<file path="config.mk">
export PLATFORM = sky130hd
export DESIGN_NAME = irq_ctrl
export DESIGN_NICKNAME = d
export VERILOG_FILES = /design/src/rtl/irqc_pkg.sv /design/src/rtl/irqc_capture.sv /design/src/rtl/irqc_prio.sv /design/src/rtl/irq_ctrl.sv
export SDC_FILE = /design/constraint.sdc
export NUM_CORES = 1
export LEC_CHECK = 0
export BUFFER_PORTS_ARGS = -buffer_cell sky130_fd_sc_hd__buf_2
export CORE_ASPECT_RATIO = 0.6
export CORE_MARGIN = 1.5
export CORE_UTILIZATION = 35
export DETAILED_ROUTE_END_ITERATION = 6
export GPL_ROUTABILITY_DRIVEN = 0
export HOLD_SLACK_MARGIN = 0.06
export PLACE_DENSITY = 0.54
export SLEW_MARGIN = 20
export SYNTH_ARGS = -nofsm -noshare
export SYNTH_HDL_FRONTEND = slang
export SYNTH_HIERARCHICAL = 1
export SYNTH_SLANG_ARGS = --single-unit
</file>
<file path="constraint.sdc">
create_clock -name clk -period 2.27 [get_ports clk]
set_input_delay 0.1135 -clock clk [delete_from_list [all_inputs] [get_ports clk]]
set_output_delay 0.1135 -clock clk [all_outputs]
set_load 0.02 [all_outputs]
</file>
<file path="src/rtl/irqc_pkg.sv">
package irqc_pkg;
   localparam int DATA_W = 32;
   localparam int SEL_W  = 3;

   typedef enum logic [SEL_W-1:0] {
      SEL_STAT  = 3'd0,
      SEL_PEND  = 3'd1,
      SEL_EN    = 3'd2,
      SEL_ACK   = 3'd3,
      SEL_SETEN = 3'd4,
      SEL_CLREN = 3'd5,
      SEL_VEC   = 3'd6,
      SEL_CTRL  = 3'd7
   } reg_sel_e;
endpackage

</file>
<file path="src/rtl/irqc_capture.sv">
module irqc_capture #(
   parameter int          NUM_SRC   = 32,
   parameter logic [31:0] KIND_MASK = '0
) (
   input  logic               clk,
   input  logic               rst_n,
   input  logic [NUM_SRC-1:0] src,
   input  logic [NUM_SRC-1:0] ack_mask,
   output logic [NUM_SRC-1:0] stat
);
   for (genvar i = 0; i < NUM_SRC; i++) begin : g_line
      logic hit;
      if (KIND_MASK[i]) begin : g_edge
         logic src_q;
         always_ff @(posedge clk or negedge rst_n) begin
            if (!rst_n) src_q <= 1'b0;
            else        src_q <= src[i];
         end
         assign hit = src[i] & ~src_q;
      end else begin : g_level
         assign hit = src[i];
      end

      always_ff @(posedge clk or negedge rst_n) begin
         if (!rst_n)           stat[i] <= 1'b0;
         else if (hit)         stat[i] <= 1'b1;
         else if (ack_mask[i]) stat[i] <= 1'b0;
      end
   end
endmodule

</file>
<file path="src/rtl/irqc_prio.sv">
module irqc_prio #(
   parameter int NUM_SRC = 32,
   parameter int VEC_W   = 32
) (
   input  logic [NUM_SRC-1:0] pend,
   output logic [VEC_W-1:0]   vec
);
   always_comb begin
      vec = '1;
      for (int i = NUM_SRC - 1; i >= 0; i--) begin
         if (pend[i]) vec = VEC_W'(i);
      end
   end
endmodule

</file>
<file path="src/rtl/irq_ctrl.sv">
module irq_ctrl
   import irqc_pkg::*;
#(
   parameter int          NUM_SRC   = 32,
   parameter logic [31:0] KIND_MASK = '0
) (
   input  logic               clk,
   input  logic               rst_n,
   input  logic [NUM_SRC-1:0] src_i,
   input  logic [4:0]         reg_addr,
   input  logic               reg_wr,
   input  logic [31:0]        reg_wdata,
   output logic [31:0]        reg_rdata,
   output logic               irq_o
);
   if (NUM_SRC < 1 || NUM_SRC > DATA_W) begin : g_bad_num
      $error("irq_ctrl: NUM_SRC must lie in 1..32");
   end
   if ((KIND_MASK >> NUM_SRC) != 0) begin : g_bad_kind
      $error("irq_ctrl: KIND_MASK has bits above NUM_SRC");
   end

   reg_sel_e           sel;
   logic [NUM_SRC-1:0] wmask;
   logic [NUM_SRC-1:0] ack_mask;
   logic [NUM_SRC-1:0] stat;
   logic [NUM_SRC-1:0] en;
   logic [NUM_SRC-1:0] pend;
   logic [DATA_W-1:0]  vec;
   logic               me;
   logic               hie;

   assign sel      = reg_sel_e'(reg_addr[4:2]);
   assign wmask    = reg_wdata[NUM_SRC-1:0];
   assign ack_mask = (reg_wr && sel == SEL_ACK) ? wmask : '0;

   irqc_capture #(.NUM_SRC(NUM_SRC), .KIND_MASK(KIND_MASK)) cap_i (
      .clk      (clk),
      .rst_n    (rst_n),
      .src      (src_i),
      .ack_mask (ack_mask),
      .stat     (stat)
   );

   always_ff @(posedge clk or negedge rst_n) begin
      if (!rst_n) begin
         en <= '0;
      end else if (reg_wr) begin
         case (sel)
            SEL_EN:    en <= wmask;
            SEL_SETEN: en <= en | wmask;
            SEL_CLREN: en <= en & ~wmask;
            default:   en <= en;
         endcase
      end
   end

   always_ff @(posedge clk or negedge rst_n) begin
      if (!rst_n) begin
         me  <= 1'b0;
         hie <= 1'b0;
      end else if (reg_wr && sel == SEL_CTRL) begin
         me  <= reg_wdata[0];
         hie <= hie | reg_wdata[1];
      end
   end

   assign pend = stat & en;

   irqc_prio #(.NUM_SRC(NUM_SRC), .VEC_W(DATA_W)) prio_i (
      .pend (pend),
      .vec  (vec)
   );

   assign irq_o = (|pend) & me & hie;

   always_comb begin
      case (sel)
         SEL_STAT: reg_rdata = DATA_W'(stat);
         SEL_PEND: reg_rdata = DATA_W'(pend);
         SEL_EN:   reg_rdata = DATA_W'(en);
         SEL_VEC:  reg_rdata = vec;
         SEL_CTRL: reg_rdata = {30'd0, hie, me};
         default:  reg_rdata = '0;
      endcase
   end
endmodule

</file>
==> flow_metrics.py <==
metrics = {
    "clock_network": {
        "numClockSinks": 66,
        "path_clk_slew_ns": 0.05,
        "insertion_delay_ns": 0.34,
        "cts_buffers": 9,
        "cts.htree.levels": 3,
        "cts.path.max_buffers": 2,
        "cts_tree": "built",
        "clockRootBuffer": "clkbuf_16",
    },
    "grt": {
        "antenna_found_initial": 0,
        "grt_max_degree": 44,
        "grt_pass1_vias": 5372,
        "grt_pass1_wl_um": 27200,
        "grt_overflow": 0,
        "grt_use_total": 0.237,
    },
    "power_and_ir_drop": {
        "p_per_area_nw_per_um2": 666,
        "p_leak_nw": 3.19,
        "ir_worst_vdd_uv": 346,
    },
    "layout": {
        "drive_above_1_share": 0.367,
        "n_antenna_cell": 0,
        "syn_to_final_growth_pct": 48.9,
        "regArea_sq_um": 1650,
        "num-fill-cells": 1290,
        "final_cells": 1021,
        "nets": 897,
        "mostFrequentLayoutCells": "buf_4, buf_2, a21oi_1, dfrtp_1, inv_1",
        "multi_input_area_sq_um": 3090,
        "final_common_cell": "buf_4",
    },
    "synth": {
        "synth_xor_area_frac": 0,
        "synth_adder_area_share": 0,
        "mappedNetlistArea_sq_um": 4940,
        "ys_seq_elements": 66,
        "synthSimpleGateAreaFrac": 0.199,
        "synth_compound_area_frac": 0.268,
        "synth-seq-area-share": 0.334,
        "ys_dominant_reg_cell": "dfrtp_1",
        "postSynthAreaPerCell_sq_um": 7.61,
        "syn_nets": 721,
        "ys_types": 46,
        "syn_inst": 649,
        "synth_edf_count": 0,
        "synth_top_family_by_area": "compound AO/OA/AOI/OAI gates",
        "async_flop_share": 1.00,
        "yosysWarnings": 6,
        "synth.area.mux_share": 0.0653,
    },
    "die": {
        "dieArea_sq_um": 14900,
        "core_area_sq_um": 13700,
        "ios": 105,
        "die_width_um": 156,
        "die_y_um": 95.0,
        "start_util": 0.360,
        "row_count": 33,
    },
    "timing": {
        "fin_crit_ns": 2.76,
        "rsz0062_at_grt": "yes",
        "relSlewSlack": 0.291,
        "tightest_slew_ns": 1.06,
        "finClkSkew_ns": 0,
        "hold_violations": 0,
        "finalSetupViolCount": 30,
        "fmax_mhz": 363,
        "period_share": 1.21,
        "setup_slack_ns": -0.485,
        "tns_ns": -11.93,
        "slew_violations": 0,
    },
    "route": {
        "drt-pass1-iter-count": 5,
        "drc": 0,
        "wl_um": 16900,
        "postRouteAntennaNets": 0,
        "wl_per_cell_um": 16.6,
        "drt_iter0_markers": 221,
        "vias_per_cell": 5.17,
        "vias": 5279,
    },
    "placement": {
        "place_inst": 955,
        "dp_hpwl_um": 11600,
        "io_buffers": 102,
    },
    "critical_path": {
        "ff2ff_setup_slack_ns": 1.21,
        "crit_slowest_cell": "dfrtp_1",
        "r2r_cells": 4,
        "worstPathRequired_ns": 2.16,
        "worst-path-max-fanout": 2,
        "r2r-start": "en[7]",
        "worstPathArrival_ns": 2.64,
        "cp_common_cell": "nand2_2",
        "crit_path_max_incr_delay_ns": 0.39,
        "crit_path_end_kind": "primary output",
        "crit_type": "flop to primary output",
        "critPathLaunchType": "flop",
        "worstPathCellList": "nand2_2 -> inv_1 -> or3_4 -> a221o_1 -> a21oi_2 -> o311ai_2 -> mux2_4 -> nand2_2 -> o31ai_2 -> a22o_1 -> buf_6",
        "timing.rr.end": "en[7]",
    },
    "job": {
        "drv_cap": 0,
    },
    "hold_path": {
        "hold_path_end": "en[3]",
        "hold_path_depth": 3,
        "hold_path.class": "input pin to flop",
        "min_from": "reg_wdata[3]",
    },
    "outcome": {
        "violations": "negative setup slack",
        "status": "finished, violations left",
    },
}
worst max-delay path: cells and delay by family, from the launching register on:
family          cells  cell delay (ns)
buf+inv             2             0.18
compound gates      5             0.91
flops               1             0.39
mux                 1             0.30
simple gates        3             0.52
repair_timing:
item / 4_1_cts / 5_1_grt
gates resized for setup: 92 / 42
hold endpoints to repair: 47 / 0
cloned: 2 / 0
setup buffers: 16 / 7
hold buffers: 34 / 0
pin swaps: 37 / 15
endpoints found under the setup margin: 32 / 33
registers in the layout, summed over array words and instances (netlist names):
register / cells
cap_i/stat: 32
en: 32
hie: 1
me: 1
cell usage after synthesis, types with 2 or more instances:
master	n	area, sq um
o22a_1	2	17.5
a211oi_1	3	22.5
and2_1	36	225
buf_2	16	80.1
a22o_1	3	26.3
nand3b_1	2	15.0
nor4_1	5	31.3
o311ai_0	2	17.5
nand3_1	34	170
nor3b_1	2	15.0
nand2_1	41	154
buf_6	2	22.5
o31ai_1	2	15.0
o21a_1	2	15.0
clkbuf_1	21	78.8
a21oi_1	87	435
o211ai_1	2	15.0
o21bai_1	3	22.5
nor3_1	5	25.0
o22ai_1	30	188
nor2_1	47	176
mux2i_1	30	300
o21ai_0	33	165
mux2_2	2	22.5
nor2b_1	4	25.0
a21oi_2	10	87.6
dfrtp_1	66	1650
inv_1	70	263
a221o_1	2	20.0
nand4_1	7	43.8
a21o_1	32	240
nand2b_1	4	25.0
or3_1	2	12.5
buf_4	28	210
power breakdown:
part / switching, W / internal (W)
sequential: 0.000107 / 0.00132
clock: 0.000531 / 0.000933
combinational: 0.00107 / 0.000935
cell families after synthesis:
group / Yosys count
buffers and inverters: 138
DFF: 66
and+or+nand+nor: 195
muxes: 32
AOI/OAI and AO/OA: 218
layout make-up:
class	instances	share of cell area
Clock inverter	2	0.00476
Sequential cell	66	0.225
Multi-Input combinational cell	445	0.420
Inverter	70	0.0357
Timing Repair Buffer	233	0.245
Clock buffer	13	0.0367
Tap cell	192	0.0327
per-stage QoR:
stage	util	setup WS (ns)	hold slack (ns)	power, W	cell area, sq um
after floorplan	-	-0.0527	-0.182	0.00236	5090
after detailed placement	0.443	-0.245	0.0531	0.00306	6070
after global placement	0.443	-0.221	0.0569	0.00302	6070
after global routing	0.537	-0.562	0.0806	0.00518	7350
final	0.537	-0.485	0.0786	0.00490	7350
after CTS	0.526	-0.472	0.0745	0.00481	7210
how the worst max path moves through the flow:
stage,startpoint,endpoint,cells after the start
2_1_floorplan,cap_i/stat[24],reg_rdata[24],8
3_3_place_gp,cap_i/stat[19],reg_rdata[0],11
3_5_place_dp,cap_i/stat[19],reg_rdata[0],11
4_1_cts,en[15],reg_rdata[0],11
5_1_grt,cap_i/stat[17],reg_rdata[0],11
6_report,cap_i/stat[17],reg_rdata[0],11
layer usage:
metal  share of wire  wire length (um)  GRT usage  up-vias
met2            0.44              7490      0.376      154
met4          0.0078               132     0.0524        0
met1            0.50              8390      0.333     2547
met5               0                 0          0        -
li1                -                 -          -     2567
met3           0.055               927     0.0486       11
(Power assumes the default switching activity.)
